--- config.mk ---
export PLATFORM = sky130hd
export DESIGN_NAME = vardec_timer
export DESIGN_NICKNAME = d
export VERILOG_FILES = /design/src/rtl/vardec_pkg.sv /design/src/rtl/vardec_core.sv /design/src/rtl/vardec_view.sv /design/src/rtl/vardec_pending.sv /design/src/rtl/vardec_timer.sv
export SDC_FILE = /design/constraint.sdc
export NUM_CORES = 1
export LEC_CHECK = 0
export BUFFER_PORTS_ARGS = -buffer_cell sky130_fd_sc_hd__buf_2
export CAP_MARGIN = 10
export CORE_UTILIZATION = 50
export CTS_CLUSTER_SIZE = 14
export DETAILED_ROUTE_END_ITERATION = 10
export PLACE_DENSITY = 0.79
export SYNTH_ARGS = -nofsm -noshare
export SYNTH_HDL_FRONTEND = slang
export SYNTH_SLANG_ARGS = --single-unit
--- constraint.sdc ---
create_clock -name clk -period 2.8 [get_ports clk]
set_clock_uncertainty 0.2 [all_clocks]
set_input_delay 0.14 -clock clk [delete_from_list [all_inputs] [get_ports clk]]
set_output_delay 0.14 -clock clk [all_outputs]
set_load 0.01 [all_outputs]
--- src/rtl/vardec_pkg.sv ---
// Shared constants and helpers for the variable-width timer register.
// Assumes all counter values are passed zero-extended to 64 bits.
package vardec_pkg;

    localparam int unsigned LEGACY_W = 32;

    // Top bit of the active width: bit w-1 in wide mode, bit 31 otherwise.
    function automatic logic active_top(input logic [63:0] v, input logic wide,
                                        input int unsigned w);
        return wide ? v[w-1] : v[LEGACY_W-1];
    endfunction

    // Sign-extend the low w bits of v to 64 bits (w in 1..64).
    function automatic logic [63:0] sext(input logic [63:0] v, input int unsigned w);
        logic signed [63:0] t;
        t = $signed(v << (64 - w));
        return 64'(t >>> (64 - w));
    endfunction

endpackage

--- src/rtl/vardec_core.sv ---
// Counter and mode registers. Computes the next state so that the pending
// logic can see the same-edge transition. Assumes 32 <= W <= 64.
// A write wins over a tick. A write is truncated using the mode in force
// before the edge.
module vardec_core #(
    parameter int unsigned W = 48
) (
    input  logic         clk,
    input  logic         rst_n,
    input  logic         tick,
    input  logic         wr_en,
    input  logic [63:0]  wr_data,
    input  logic         mode_wr_en,
    input  logic         mode_wr_val,
    output logic [W-1:0] cnt_q,
    output logic         mode_q,
    output logic [W-1:0] cnt_d,
    output logic         mode_d
);
    import vardec_pkg::*;

    localparam logic [63:0] LEGACY_MASK = 64'h0000_0000_FFFF_FFFF;
    localparam logic [63:0] WIDE_MASK   = ~64'd0;

    logic [63:0] wr_masked;

    // Next-state selection: write, else decrement on tick, else hold.
    always_comb begin
        wr_masked = wr_data & (mode_q ? WIDE_MASK : LEGACY_MASK);
        mode_d    = mode_wr_en ? mode_wr_val : mode_q;
        if (wr_en)
            cnt_d = W'(wr_masked);
        else if (tick)
            cnt_d = cnt_q - W'(1);
        else
            cnt_d = cnt_q;
    end

    // State registers with synchronous active-low reset.
    always_ff @(posedge clk) begin
        if (!rst_n) begin
            cnt_q  <= '0;
            mode_q <= 1'b0;
        end else begin
            cnt_q  <= cnt_d;
            mode_q <= mode_d;
        end
    end

endmodule

--- src/rtl/vardec_view.sv ---
// Read-side formatting. Sign-extends the counter from the active width.
// Purely combinational. Assumes 32 <= W <= 64.
module vardec_view #(
    parameter int unsigned W = 48
) (
    input  logic [W-1:0] cnt,
    input  logic         wide,
    output logic [63:0]  rd_data
);
    import vardec_pkg::*;

    // Choose the extension width by mode.
    always_comb begin
        rd_data = wide ? sext(64'(cnt), W) : sext(64'(cnt), LEGACY_W);
    end

endmodule

--- src/rtl/vardec_pending.sv ---
// Sticky pending flag. It sets when the active top bit goes 0 -> 1 between
// the current and the next state. It clears when a write stores a value
// whose active top bit is 0. Assumes next-state inputs from vardec_core.
module vardec_pending #(
    parameter int unsigned W = 48
) (
    input  logic         clk,
    input  logic         rst_n,
    input  logic         wr_en,
    input  logic [W-1:0] cnt_q,
    input  logic         mode_q,
    input  logic [W-1:0] cnt_d,
    input  logic         mode_d,
    output logic         pending
);
    import vardec_pkg::*;

    logic top_now, top_next, pend_d;

    // Edge detect on the active top bit, with clear on a non-negative write.
    always_comb begin
        top_now  = active_top(64'(cnt_q), mode_q, W);
        top_next = active_top(64'(cnt_d), mode_d, W);
        if (wr_en && !top_next)
            pend_d = 1'b0;
        else
            pend_d = pending | (top_next & ~top_now);
    end

    // Flag register with synchronous active-low reset.
    always_ff @(posedge clk) begin
        if (!rst_n) pending <= 1'b0;
        else        pending <= pend_d;
    end

endmodule

--- src/rtl/vardec_timer.sv ---
// Top of the variable-width decrementer. PHYS_W sets the physical width
// (32..64). mode bit 1 = wide view, 0 = legacy 32-bit view.
module vardec_timer #(
    parameter int unsigned PHYS_W = 48
) (
    input  logic        clk,
    input  logic        rst_n,
    input  logic        tick,
    input  logic        wr_en,
    input  logic [63:0] wr_data,
    input  logic        mode_wr_en,
    input  logic        mode_wr_val,
    output logic [63:0] rd_data,
    output logic        irq_pending
);
    logic [PHYS_W-1:0] cnt_q, cnt_d;
    logic              mode_q, mode_d;

    vardec_core #(.W(PHYS_W)) core_i (
        .clk(clk), .rst_n(rst_n), .tick(tick), .wr_en(wr_en), .wr_data(wr_data),
        .mode_wr_en(mode_wr_en), .mode_wr_val(mode_wr_val),
        .cnt_q(cnt_q), .mode_q(mode_q), .cnt_d(cnt_d), .mode_d(mode_d)
    );

    vardec_view #(.W(PHYS_W)) view_i (
        .cnt(cnt_q), .wide(mode_q), .rd_data(rd_data)
    );

    vardec_pending #(.W(PHYS_W)) pend_i (
        .clk(clk), .rst_n(rst_n), .wr_en(wr_en),
        .cnt_q(cnt_q), .mode_q(mode_q), .cnt_d(cnt_d), .mode_d(mode_d),
        .pending(irq_pending)
    );

endmodule

# Word-level counts from Yosys, hierarchy flattened
# Index checks and enable logic that the tools add are counted.
classes:
  muxes: 7
  reduce_logical: 4
  bitwise_logic: 5
  n_addsub: 1
ops:
  columns: ["cell", "count"]
  rows:
  - ["2-to-1 mux 48 bit", 3]
  - ["2-to-1 mux 64 bit", 1]
  - ["AND 48 bit", 1]
  - ["subtractor 48 x 1 -> 48 bit, second input constant", 1]
  - ["2-to-1 mux 1 bit", 3]
  - ["NOT 1 bit", 2]
  - ["nonzero test 2 bit", 1]
  - ["OR reduction 2 bit", 1]
  - ["AND 1 bit", 1]
  - ["logical AND 1 bit", 1]
  - ["zero test 1 bit", 1]
  - ["bitwise OR 1 bit", 1]
totals:
  regBits: 50
  in_bits: 70
  out_inout_bits: 65
  elab_cells: 21

# Longest topological paths before layout
depth:
  ltp_word: 7
  mapped_depth: 8

# Cells and area by module
# Synthesis repeated with hierarchy kept, for this count alone.
hier_totals:
  hier_cells: 480
  area_unflattened_um2: 3779.9
modules_own_cells:
  columns: ["mod", "cells_each", "instances", "area_each_um2"]
  rows:
  - ["vardec_core", 408, 1, 3106.7]
  - ["vardec_view", 67, 1, 614.3]
  - ["vardec_pending", 5, 1, 58.8]

# Worst setup path before layout
# Ideal clock, no wire load.
synth_timing:
  path_kind: "register to register"
  start: "register core_i.cnt_q[4]"
  end: "register core_i.cnt_q[42]"
  period_less_slack_ps: 2268
  arrival_time_ps: 1989
  slack_ps: 532
  t_required_ps: 2521
  path_buffers: 1
  stages_incl_launch_ff: 7
  cell_sequence: "dfxtp_1 nor4_4 nand3_2 or3_1 buf_2 or4_1 o211ai_1"
synth_via:
  elab_chain_cells: 3
synth_lines:
  columns: ["element", "line", "rtl"]
  rows:
  - ["start: declaration", "vardec_core.sv:15", "output logic [W-1:0] cnt_q,"]
  - ["start signal: assignment", "vardec_core.sv:45", "cnt_q <= cnt_d;"]
  - ["subtractor 48 x 1 -> 48 bit", "vardec_core.sv:34", "cnt_d = cnt_q - W'(1);"]
  - ["2-to-1 mux 48 bit", "vardec_core.sv:33", "else if (tick)"]
  - ["2-to-1 mux 48 bit", "vardec_core.sv:31", "if (wr_en)"]
# Every way passes these cells. The select of a mux whose other input is x is not followed.
# A chain may end at the register's enable or synchronous reset.

# Final worst setup path
layout_timing:
  start: "register core_i.cnt_q[11]"
  end: "register core_i.cnt_q[36]"
# Same word-level chain as after synthesis.

==> flow_summary.yaml <==
sta:
  tightest_slew_ns: 0.520
  finalCriticalPeriod_ns: 2.48
  setup_tns_ns: 0
  rsz0062_at_grt: "false"
  timing.final.hold_violations: 0
  fin_ws_ns: 0.318
  setup_viol: 0
  fmax_ghz: 0.403
  period_share_pct: 88.6
  timing.slew.headroom_pct: 65.0
  timing.final.max_slew_violations: 0
yosys:
  syn_inst: 465
  syn_nets: 536
  ys.flop_type: "dfxtp_1"
  synth-edff-count: 0
  async_reset_ff_share_pct: 0
  syn_area_um2: 3580
  netlist_top_cells_area: "dfxtp_1 28%, buf_4 10%, nand2_1 5.9%"
  synth_cell_type_count: 57
  yosysWarnings: 0
  avgSynthCellArea_um2: 7.69
  synth_area_leader_cell: "dfxtp_1"
  ys_seq_area_share_pct: 28.0
  synth_top_cell_area_share_pct: 28.0
  synth_seq_cells: 50
worst_setup_path:
  crit_end: "core_i.cnt_q[36]$_SDFFE_PN0P_"
  cp_cell_sequence: "nor4_4 -> nand4_1 -> or3_1 -> or4_1 -> o211ai_1"
  crit_type: "reg -> reg"
  worstPathRequired_ns: 2.83
  cp_top_family: "simple AND/OR/NAND/NOR gates"
  crit_cells: 5
  worst-path-max-fanout: 14
  cp-startpoint: "core_i.cnt_q[11]$_SDFFE_PN0P_"
  r2r_end: "core_i.cnt_q[36]$_SDFFE_PN0P_"
  crit_buf_inv: 0
  r2r_slack_ns: 0.32
  critPathLaunchType: "flip-flop"
  cpPeakStageDelay_ns: 0.59
  rr_startpoint: "core_i.cnt_q[11]$_SDFFE_PN0P_"
  crit_arrival_ns: 2.51
  ff2ff_path_depth: 5
  cpMaxStageDelayCell: "or3_1"
  crit_path_end_kind: "flip-flop"
place:
  dpl_cell_area_um2: 3950
  gp_congestion: 0.865
  dp.final_hpwl_um: 7110
  pre_cts_ws_ns: 0.328
  port_buffers: 118
clock_network:
  clock_path_buffers: 2
  insertion_delay_ns: 0.30
  clkSinkCount: 50
  post-cts-setup-buffer-count: 0
  cts.clk_slew.worst_paths_ns: 0.09
  cts_htree_levels: 2
  clock_tree.root_cell: "clkbuf_8"
  numCtsBuffers: 5
  cts_tree: "yes"
global_routing:
  grt_pass1_vias: 3676
  track_usage_pct: 28.3
  grt_overflow: 0
  antenna_found_initial: 0
  grt_first_pass_wirelength_um: 17000
  grt_max_degree: 34
finish:
  layout-drive-gt1-share_pct: 27.4
  utilization_pct: 66.0
  fin_nets: 653
  fin_area_um2: 4530
  fillers: 598
  diodes: 0
  area_growth_pct: 26.8
detailed_routing:
  first_pass_iters: 5
  vias: 3865
  ant_nets: 0
  drtIter0Drc: 242
  avgViaCountPerCell: 5.71
  totalWireLength_um: 10400
  wl_per_cell_um: 15.4
  drc: 0
floorplan:
  fp.dieArea_um2: 7490
  start_util_pct: 52.1
  pin_count: 135
  dieWidth_um: 86.6
  die_y_um: 86.6
  rows: 30
  core_um2: 6870
pwr:
  ir_worst_vdd_mv: 0.234
  p_leak_nw: 1.97
  power_density_nw_per_um2: 393
min_path:
  hold_class: "in -> reg"
  whs_path_depth: 3
run_status:
  status: "complete, no violations"
job:
  cap_violations: 0
cell type report:
class | instances | area [um2] | area share (%)
Tap cell | 96 | 120 | 2.65
Sequential cell | 50 | 1000 | 22.1
Timing Repair Buffer | 186 | 1230 | 27.0
Inverter | 8 | 30.0 | 0.662
Clock buffer | 6 | 82.6 | 1.82
Multi-Input combinational cell | 331 | 2070 | 45.7
cell families (layout without fill, tap and decap cells):
family	Yosys count	count (layout)	share of synthesized area, %
simple gates	207	207	33.1
xor+xnor	26	26	6.37
buf+inv	84	200	14.0
flops	50	50	28.0
fa+ha+maj	1	1	0.350
mux	7	7	1.99
compound gates	90	90	16.2
registers in the layout, indices dropped and copies added, names as in the netlist:
register and cells:
core_i.cnt_q 48, core_i.mode_q 1, pend_i.pending 1
tightest hold or removal path: stages:
cell,delay [ns]
buf_2,0.08
a31oi_1,0.10
o211ai_1,0.16
stage by stage:
| stage | cells | hold WS, ns | power, W |
|---|---|---|---|
| after global placement | 621 | 0.152 | 0.00129 |
| after CTS | 677 | 0.00186 | 0.00178 |
| final | 677 | 0.0119 | 0.00178 |
| after global routing | 677 | 0.0195 | 0.00188 |
| after floorplan | 465 | 0.0486 | 0.00118 |
| after detailed placement | 621 | 0.158 | 0.00131 |
per-layer routing:
layer / vias to the layer above / GRT usage [%] / wire, um
met4: 0 / 9.70 / 170
met1: 1827 / 33.2 / 4250
met3: 21 / 5.52 / 665
met5: - / 0 / 0
li1: 1863 / - / -
met2: 154 / 51.3 / 5350
power by group:
part / switching [W] / internal (W)
registers: 0.0000634 / 0.000753
logic: 0.000287 / 0.000251
clock network: 0.000237 / 0.000191
total: 0.000587 / 0.00120
worst min-delay path by stage:
stage,start,endpoint,slack [ns]
2_1_floorplan,wr_data[47],core_i.cnt_q[47]$_SDFF_PN0_,0.05
6_report,wr_data[37],core_i.cnt_q[37]$_SDFFE_PN0P_,0.01
4_1_cts,wr_data[37],core_i.cnt_q[37]$_SDFFE_PN0P_,0.002
5_1_grt,wr_en,core_i.cnt_q[10]$_SDFFE_PN0P_,0.02
3_5_place_dp,wr_data[33],core_i.cnt_q[33]$_SDFFE_PN0P_,0.16
3_3_place_gp,wr_data[39],core_i.cnt_q[39]$_SDFFE_PN0P_,0.15
cell usage after synthesis (all sizes together) (5+ instances only):
cell type and instances:
a211oi 9, a21oi 20, a31oi 12, buf 52
clkbuf 24, dfxtp 50, inv 7, mux2i 6
nand2 56, nand2b 5, nand3 13, nand4 8
nor2 39, nor3 13, nor3b 10, nor4 17
o211ai 16, o21ai 19, or3 7, or4 9
xnor2 20, xor2 6
cell usage in the layout (no fill, tap or decap), types with 3 or more instances in the layout:
cell type / Yosys / routed
nand2b_1: 5 / 5
nor4_2: 3 / 3
clkbuf_8: 0 / 6
dlygate4sd3_1: 0 / 50
nor4_1: 11 / 11
or3_1: 7 / 7
nor2_1: 39 / 39
xnor2_1: 20 / 20
nand2_1: 56 / 56
nand4_1: 7 / 7
nor4_4: 3 / 3
mux2i_1: 6 / 6
nor4b_1: 4 / 4
dfxtp_1: 50 / 50
a21oi_1: 20 / 20
nand4b_1: 4 / 4
a31oi_1: 12 / 12
and3_1: 3 / 3
nor3_1: 12 / 12
or4_1: 9 / 9
and2_1: 3 / 3
or4b_1: 3 / 3
o21ai_0: 19 / 19
a211oi_1: 9 / 9
nor2b_1: 3 / 3
xor2_1: 6 / 6
o211ai_1: 16 / 16
nand3_1: 12 / 12
buf_4: 49 / 18
inv_1: 6 / 6
buf_2: 2 / 118
nor3b_1: 10 / 10
what timing repair did:
item,in CTS,in global routing
hold buffers,50,0
endpoints found under the hold margin,47,0
resized for setup,0,0
No activity file was read; power rests on OpenSTA's default activity.
